--- src/rtl/cpwm_pkg.sv ---
package cpwm_pkg;

  localparam logic [3:0] CODE_PWM_LO   = 4'b0110;
  localparam logic [3:0] CODE_PWM_HI   = 4'b0111;
  localparam logic [3:0] CODE_CMB_OR   = 4'b1100;
  localparam logic [3:0] CODE_CMB_AND  = 4'b1101;

  // decoded channel configuration
  typedef struct packed {
    logic on;       // channel produces a waveform
    logic inv;      // active while counter >= compare
    logic cmb;      // merge with partner reference
    logic use_and;  // merge operator: 1 = AND, 0 = OR
  } ch_cfg_t;

  function automatic ch_cfg_t decode_mode(input logic [3:0] code);
    ch_cfg_t r;
    r = '0;
    case (code)
      CODE_PWM_LO:  r.on = 1'b1;
      CODE_PWM_HI:  begin r.on = 1'b1; r.inv = 1'b1; end
      CODE_CMB_OR:  begin r.on = 1'b1; r.cmb = 1'b1; end
      CODE_CMB_AND: begin r.on = 1'b1; r.inv = 1'b1; r.cmb = 1'b1; r.use_and = 1'b1; end
      default:      r = '0;
    endcase
    return r;
  endfunction

endpackage

--- src/rtl/cpwm_counter.sv ---
module cpwm_counter #(
  parameter int CNT_W = 16
) (
  input  logic             clk,
  input  logic             rst,
  input  logic             center_in,
  input  logic [CNT_W-1:0] reload_in,
  output logic [CNT_W-1:0] cnt,
  output logic [CNT_W-1:0] arr_sh,
  output logic             ctr_sh,
  output logic             wrap
);
  localparam logic [CNT_W-1:0] ONE = CNT_W'(1);

  logic [CNT_W-1:0] cnt_q, arr_q;
  logic             dn_q, ctr_q;

  // end-of-period detection: next counter value is 0
  always_comb begin
    if (!ctr_q)
      wrap = (cnt_q >= arr_q);
    else if (dn_q)
      wrap = (cnt_q <= ONE);
    else
      wrap = (cnt_q >= arr_q) && (arr_q <= ONE);
  end

  always_ff @(posedge clk) begin
    if (rst) begin
      cnt_q <= '0;
      dn_q  <= 1'b0;
      arr_q <= reload_in;
      ctr_q <= center_in;
    end else if (wrap) begin
      cnt_q <= '0;
      dn_q  <= 1'b0;
      arr_q <= reload_in;
      ctr_q <= center_in;
    end else if (!ctr_q) begin
      cnt_q <= cnt_q + ONE;
    end else if (dn_q) begin
      cnt_q <= cnt_q - ONE;
    end else if (cnt_q >= arr_q) begin
      dn_q  <= 1'b1;
      cnt_q <= cnt_q - ONE;
    end else begin
      cnt_q <= cnt_q + ONE;
    end
  end

  assign cnt    = cnt_q;
  assign arr_sh = arr_q;
  assign ctr_sh = ctr_q;
endmodule

--- src/rtl/cpwm_chan.sv ---
module cpwm_chan
  import cpwm_pkg::*;
#(
  parameter int CNT_W = 16
) (
  input  logic             clk,
  input  logic             rst,
  input  logic             upd,
  input  logic [CNT_W-1:0] cmp_in,
  input  logic [CNT_W-1:0] cnt,
  input  ch_cfg_t          cfg,
  output logic             ref_c
);
  logic [CNT_W-1:0] cmp_q;

  // buffered compare value, loaded at period end
  always_ff @(posedge clk) begin
    if (rst || upd) cmp_q <= cmp_in;
  end

  logic below;
  assign below = (cnt < cmp_q);
  assign ref_c = cfg.on & (below ^ cfg.inv);
endmodule

--- src/rtl/cpwm_merge.sv ---
module cpwm_merge
  import cpwm_pkg::*;
(
  input  logic    own_ref,
  input  logic    partner_ref,
  input  ch_cfg_t cfg,
  output logic    comb
);
  always_comb begin
    if (!cfg.on)
      comb = 1'b0;
    else if (!cfg.cmb)
      comb = own_ref;
    else if (cfg.use_and)
      comb = own_ref & partner_ref;
    else
      comb = own_ref | partner_ref;
  end
endmodule

--- src/rtl/cpwm_pair.sv ---
module cpwm_pair
  import cpwm_pkg::*;
#(
  parameter int CNT_W = 16
) (
  input  logic             clk,
  input  logic             rst,
  input  logic             center_mode,
  input  logic [CNT_W-1:0] reload,
  input  logic [CNT_W-1:0] cmp_a,
  input  logic [CNT_W-1:0] cmp_b,
  input  logic [2:0]       mode_lo_a,
  input  logic             mode_hi_a,
  input  logic [2:0]       mode_lo_b,
  input  logic             mode_hi_b,
  output logic [1:0]       ref_out,
  output logic [1:0]       comb_out
);
  localparam int NCH = 2;

  logic [CNT_W-1:0] cnt, arr_sh;
  logic             ctr_sh, wrap;

  cpwm_counter #(.CNT_W(CNT_W)) u_cnt (
    .clk(clk), .rst(rst), .center_in(center_mode), .reload_in(reload),
    .cnt(cnt), .arr_sh(arr_sh), .ctr_sh(ctr_sh), .wrap(wrap)
  );

  // reassemble split mode fields
  logic [NCH-1:0][3:0]       code;
  logic [NCH-1:0][CNT_W-1:0] cmp_v;
  ch_cfg_t [NCH-1:0]         cfg;
  logic [NCH-1:0]            ref_c, comb_c;

  assign code[0]  = {mode_hi_a, mode_lo_a};
  assign code[1]  = {mode_hi_b, mode_lo_b};
  assign cmp_v[0] = cmp_a;
  assign cmp_v[1] = cmp_b;

  for (genvar i = 0; i < NCH; i++) begin : g_ch
    assign cfg[i] = decode_mode(code[i]);

    cpwm_chan #(.CNT_W(CNT_W)) u_chan (
      .clk(clk), .rst(rst), .upd(wrap), .cmp_in(cmp_v[i]),
      .cnt(cnt), .cfg(cfg[i]), .ref_c(ref_c[i])
    );

    cpwm_merge u_merge (
      .own_ref(ref_c[i]), .partner_ref(ref_c[NCH-1-i]),
      .cfg(cfg[i]), .comb(comb_c[i])
    );
  end

  always_ff @(posedge clk) begin
    if (rst) begin
      ref_out  <= '0;
      comb_out <= '0;
    end else begin
      ref_out  <= ref_c;
      comb_out <= comb_c;
    end
  end
endmodule

--- config.mk ---
export PLATFORM = sky130hd
export DESIGN_NAME = cpwm_pair
export DESIGN_NICKNAME = d
export VERILOG_FILES = /design/src/rtl/cpwm_pkg.sv /design/src/rtl/cpwm_counter.sv /design/src/rtl/cpwm_chan.sv /design/src/rtl/cpwm_merge.sv /design/src/rtl/cpwm_pair.sv
export SDC_FILE = /design/constraint.sdc
export NUM_CORES = 1
export LEC_CHECK = 0
export ABC_AREA = 1
export BUFFER_PORTS_ARGS = -buffer_cell sky130_fd_sc_hd__buf_2
export CORE_ASPECT_RATIO = 0.5
export CORE_MARGIN = 2
export CORE_UTILIZATION = 60
export DETAILED_ROUTE_END_ITERATION = 6
export GPL_TIMING_DRIVEN = 0
export PLACE_DENSITY = 0.83
export SYNTH_ARGS = -nofsm -noshare
export SYNTH_HDL_FRONTEND = slang
export SYNTH_SLANG_ARGS = --single-unit
--- constraint.sdc ---
create_clock -name clk -period 5 [get_ports clk]
set_input_delay 1 -clock clk [delete_from_list [all_inputs] [get_ports clk]]
set_output_delay 1 -clock clk [all_outputs]
set_load 0.03 [all_outputs]
==> flow_metrics.tcl, run 1 <==
set metrics [dict create \
    numCtsBuffers 9 \
    cts_setup_buffers 0 \
    synth_top_family_by_area "simple AND/OR/NAND/NOR gates" \
    clk_pin_slew_ns 0.06 \
    muxShareOfSynthArea_pct 0 \
    drv_slew 0 \
    finalNetCount 669 \
    grt_start_max_net_pins 59 \
    crit_arrival_ns 2.89 \
    viasPerCell 5.17 \
    async_flop_share_pct 0 \
    diodes 0 \
    io_pins 63 \
    num_vias 3400 \
    first_iter_violations 271 \
    critPathKind "reg2reg" \
    die_h_um 64.0 \
    synth_area_per_cell_um2 8.85 \
    critPathSlowestCell "buf_4" \
    first_pass_iters 5 \
    route.antenna.remaining_nets 0 \
    crit_required_ns 4.97 \
    drt_drc_violations_left 0 \
    syn_nets 596 \
    start_kind "register" \
    tns_ns 0 \
    ys_seq_area_share_pct 43.8 \
    cp_max_fo 58 \
    synth_xor_area_share_pct 4.46 \
    dp_slack_ns 2.13 \
    synthCells 488 \
    cellLeakagePower_nw 2.63 \
    core_mm2 0.00683 \
    finalWorstSetupSlack_ns 2.08 \
    antenna_found_initial 0 \
    netlist_area_mm2 0.00432 \
    grt_pass1_wl_mm 14.5 \
    synth_fa_ha_area_share_pct 14.2 \
    dp_hpwl_mm 6.25 \
    finalWorstPathRequiredPeriod_ns 2.92 \
    gr-usage-all-layers_pct 24.7 \
    ys.flop_type "edfxtp_1" \
    cts_tree "done" \
    peakVddDrop_v 0.000187 \
    fin_skew_ns 0.00514 \
    start_util_pct 63.2 \
    status "completed" \
    rsz0062_at_grt "no" \
    synthToLayoutAreaGrowth_pct 17.4 \
    final_common_cell "nand2_1" \
    clock_path_buffers 2 \
    synth-compound-area-share_pct 5.30 \
    grt-ovfl-total 0 \
    grt_pass1_vias 3221 \
    die_x_um 124 \
    fmax_ghz 0.343 \
    finalCritPeriodShare_pct 58.4 \
    h-tree-depth 3 \
    clock_sinks 70 \
    critPathCaptureType "register" \
    mostFrequentLayoutCells "nand2_1, inv_1, buf_2" \
    crit_path_cell_trace "inv_2, ha_1, nand2_1, nor4_1, nand2_1, nand3_1, nand2_1, nand2_1, buf_4" \
    cts_hold_buffers 0 \
    slowest_delay_ns 0.60 \
    cp_common_cell "nand2_1" \
    drv_cap 0 \
    wl_per_cell_um 13.1 \
    fp-row-count 21 \
    hold_violations 0 \
    ys_types 37 \
    p_per_area_mw_per_mm2 295 \
    portBuffers 62 \
    gp_congestion 0.856 \
    hold_path_class "reg2reg" \
    tightest_slew_ns 0.733 \
    yosys_warnings 0 \
    finalSetupViolations 0 \
    cts.repair.resized 0 \
    wirelength_mm 8.64 \
    clock_latency_ns 0.34 \
    clock-root-buffer "clkbuf_16" \
    synth-simple-area-share_pct 23.1 \
    synth_seq_cells 70 \
    synth-edff-count 49 \
    design.die.area_mm2 0.00794 \
    slew_headroom_pct 51.1 \
    drive_gt1_share_pct 20.5 \
]
-- layer usage --
| layer | GRT usage, % | share of wire, % |
|---|---|---|
| met4 | 11.5 | 2.7 |
| met3 | 6.70 | 7.1 |
| met1 | 32.2 | 44 |
| met5 | 0 | 0 |
| met2 | 38.5 | 46 |
-- registers in the layout, summed over array words and instances (netlist names) --
register and count:
u_cnt.ctr_sh 1, comb_out 2, u_cnt.cnt 16, g_ch.u_chan.cmp_q 32, u_cnt.arr_sh 16, u_cnt.dn_q 1, ref_out 2
-- final cells by class --
class                      count  area, um^2
timing repair buffer          62         310
multi-input combinational    320        2030
clock buffer                  12         256
inverter                      91         345
clock inverter                 4        68.8
fill                         530        1760
tap                           92         115
buffer                         7        50.0
sequential                    70        1890
-- cells in the mapped netlist (all sizes together) (7+ instances only) --
master | instances | area, um^2
a21oi | 28 | 144
dfxtp | 21 | 420
edfxtp | 49 | 1470
ha | 49 | 613
inv | 90 | 340
nand2 | 101 | 397
nand3 | 17 | 100
nand4 | 7 | 50.1
nor2 | 56 | 253
nor3 | 12 | 101
nor4 | 9 | 62.6
o21ai | 14 | 70.1
xor2 | 17 | 149
-- path summary, 6_finish.rpt --
check / from / end / slack (ns) / cells past startpoint
max reg2reg: u_cnt.cnt[0]$_SDFF_PP0_ / g_ch[0].u_chan.cmp_q[1]$_DFFE_PP_ / 2.08 / 9
min reg2reg: u_cnt.dn_q$_SDFFE_PP0P_ / u_cnt.dn_q$_SDFFE_PP0P_ / 0.50 / 2
max: u_cnt.cnt[0]$_SDFF_PP0_ / g_ch[0].u_chan.cmp_q[1]$_DFFE_PP_ / 2.08 / 9
min: u_cnt.dn_q$_SDFFE_PP0P_ / u_cnt.dn_q$_SDFFE_PP0P_ / 0.50 / 2
-- where the power goes --
group	switching, mW	leakage, nW	internal (mW)
Sequential	0.0121	0.650	0.649
Clock	0.235	0.160	0.461
Combinational	0.0806	1.82	0.0558
Total	0.328	2.63	1.17
-- worst max-delay path, delay by kind of cell, from the launching register on --
family | cells | cell delay (ns)
buffers and inverters | 2 | 0.72
flip-flops | 1 | 0.49
adder cells (fa/ha/maj) | 1 | 0.30
AND/OR/NAND/NOR | 6 | 0.97
-- cell families after synthesis --
family	count (synthesis)
and+or+nand+nor	205
buffers and inverters	98
DFF	70
adders and majority gates	49
AOI/OAI and AO/OA	44
xor gates and xnor gates	22
-- stage by stage --
stage	utilization, %	instance area (um^2)	power (mW)	instances	hold slack [ns]
final	74.2	5070	1.49	658	0.502
after global routing	74.2	5070	1.55	658	0.527
after CTS	74.2	5070	1.50	658	0.499
after detailed placement	69.5	4750	0.808	642	0.489
after global placement	69.5	4750	0.802	642	0.466
after floorplan	-	4320	0.760	488	0.452
(Power assumes the default switching activity.)
==> inputs of run 2 (changes only) <==
--- a/config.mk
+++ b/config.mk
@@ -9,10 +9,10 @@
 export BUFFER_PORTS_ARGS = -buffer_cell sky130_fd_sc_hd__buf_2
 export CORE_ASPECT_RATIO = 0.5
 export CORE_MARGIN = 2
-export CORE_UTILIZATION = 60
+export CORE_UTILIZATION = 58
 export DETAILED_ROUTE_END_ITERATION = 6
 export GPL_TIMING_DRIVEN = 0
-export PLACE_DENSITY = 0.83
+export PLACE_DENSITY = 0.81
 export SYNTH_ARGS = -nofsm -noshare
 export SYNTH_HDL_FRONTEND = slang
 export SYNTH_SLANG_ARGS = --single-unit
==> constraint.sdc (replaced) <==
create_clock -name clk -period 2.9 [get_ports clk]
set_input_delay 0.58 -clock clk [delete_from_list [all_inputs] [get_ports clk]]
set_output_delay 0.58 -clock clk [all_outputs]
set_load 0.03 [all_outputs]
==> flow_metrics.tcl, run 2 (synthesized netlist as in run 1, its figures left out) <==
set metrics [dict create \
    critPathKind "reg2reg" \
    synthToLayoutAreaGrowth_pct 17.4 \
    top_register "g_ch.u_chan.cmp_q" \
    h-tree-depth 3 \
    clock_latency_ns 0.34 \
    hold_path_class "in2reg" \
    first_pass_iters 6 \
    cp_max_fo 58 \
    cp_common_cell "nand2_1" \
    core_mm2 0.00727 \
    finish.instance_area_mm2 0.00507 \
    gp_congestion 0.886 \
    peakVddDrop_v 0.000319 \
    tns_ns 0 \
    fin_hold_ws_ns 0.415 \
    mostFrequentLayoutCells "nand2_1, inv_1, buf_2" \
    path_buf_inv 2 \
    grt-ovfl-total 0 \
    viasPerCell 5.07 \
    critPathSlowestCell "dfxtp_1" \
    route.antenna.remaining_nets 0 \
    drt_drc_violations_left 0 \
    first_iter_violations 154 \
    finalNetCount 669 \
    grt_pass1_vias 3197 \
    drive_gt1_share_pct 20.7 \
    drv_slew 0 \
    p_per_area_mw_per_mm2 499 \
    start_kind "register" \
    clock_sinks 70 \
    finalSetupViolations 0 \
    fmax_ghz 0.378 \
    largest_reg_flops 32 \
    slowest_delay_ns 0.49 \
    tightest_slew_ns 0.438 \
    status "completed" \
    crit_required_ns 2.89 \
    finalCritPeriodShare_pct 91.3 \
    finalWorstPathRequiredPeriod_ns 2.65 \
    dp_hpwl_mm 5.98 \
    cts_setup_buffers 0 \
    die_h_um 65.0 \
    fp-row-count 22 \
    numCtsBuffers 9 \
    final_common_cell "nand2_1" \
    cellLeakagePower_nw 2.62 \
    grt_start_max_net_pins 59 \
    io_pins 63 \
    gr-usage-all-layers_pct 22.7 \
    start_util_pct 59.5 \
    wirelength_mm 8.39 \
    cts_tree "done" \
    wl_per_cell_um 12.7 \
    rsz0062_at_grt "no" \
    antenna_found_initial 0 \
    design.die.area_mm2 0.00820 \
    slew_headroom_pct 70.8 \
    hold_violations 0 \
    diodes 0 \
    dpl_cell_area_mm2 0.00475 \
    crit_arrival_ns 2.63 \
    grt_pass1_wl_mm 14.4 \
    die_x_um 126 \
    clock_path_buffers 2 \
    drv_cap 0 \
    cp_top_family "simple AND/OR/NAND/NOR gates" \
    portBuffers 62 \
    num_vias 3354 \
    fin_skew_ns 0.00604 \
    critPathCaptureType "register" \
    clk_pin_slew_ns 0.06 \
    clock-root-buffer "clkbuf_16" \
    crit_path_cell_trace "inv_2, ha_1, nand2_1, nor4_1, nand2_1, nand3_1, nand2_1, nand2_1, buf_8" \
]
-- run 2: final timing paths --
kind | slack (ns) | depth (start not counted) | endpoint | from
setup / recovery | 0.25 | 9 | g_ch[1].u_chan.cmp_q[4]$_DFFE_PP_ | u_cnt.cnt[0]$_SDFF_PP0_
hold / removal | 0.42 | 1 | g_ch[0].u_chan.cmp_q[0]$_DFFE_PP_ | cmp_a[0]
setup reg to reg | 0.25 | 9 | g_ch[1].u_chan.cmp_q[4]$_DFFE_PP_ | u_cnt.cnt[0]$_SDFF_PP0_
hold reg to reg | 0.51 | 2 | u_cnt.dn_q$_SDFFE_PP0P_ | u_cnt.dn_q$_SDFFE_PP0P_
-- run 2: per-stage QoR --
stage	instances	setup WS (ns)	util [%]	total power, mW
2_1_floorplan	488	0.617	-	1.31
3_3_place_gp	646	0.0840	65.4	1.38
3_5_place_dp	646	0.0563	65.4	1.39
4_1_cts	662	0.0486	69.7	2.54
5_1_grt	662	0.00225	69.8	2.64
6_report	662	0.253	69.8	2.53
-- run 2: repair_timing --
item                                    4_1_cts  5_1_grt
resized for setup                             0        3
hold endpoints to repair                      0        0
endpoints found under the setup margin        0       58
hold buffers                                  0        0
-- run 2: area by class of cell --
| type | instances | area, um^2 |
|---|---|---|
| timing repair buffer | 62 | 310 |
| fill | 575 | 2190 |
| buffer | 7 | 57.6 |
| tap | 96 | 120 |
| sequential | 70 | 1890 |
| inverter | 91 | 345 |
| clock inverter | 6 | 86.3 |
| clock buffer | 10 | 229 |
| multi-input combinational | 320 | 2030 |
-- run 2: routing by layer --
layer	part of all wire [%]	wire, um	GRT usage (%)
met5	0	0	0
met1	47	3950	29.2
met2	45	3740	37.4
met4	1.2	99	7.69
met3	7.2	604	6.36
-- run 2: power by group --
| group | total [mW] | switching (mW) | internal [mW] |
|---|---|---|---|
| sequential | 1.14 | 0.0205 | 1.12 |
| clock | 1.15 | 0.404 | 0.750 |
| combinational | 0.235 | 0.139 | 0.0968 |
| total | 2.53 | 0.564 | 1.97 |
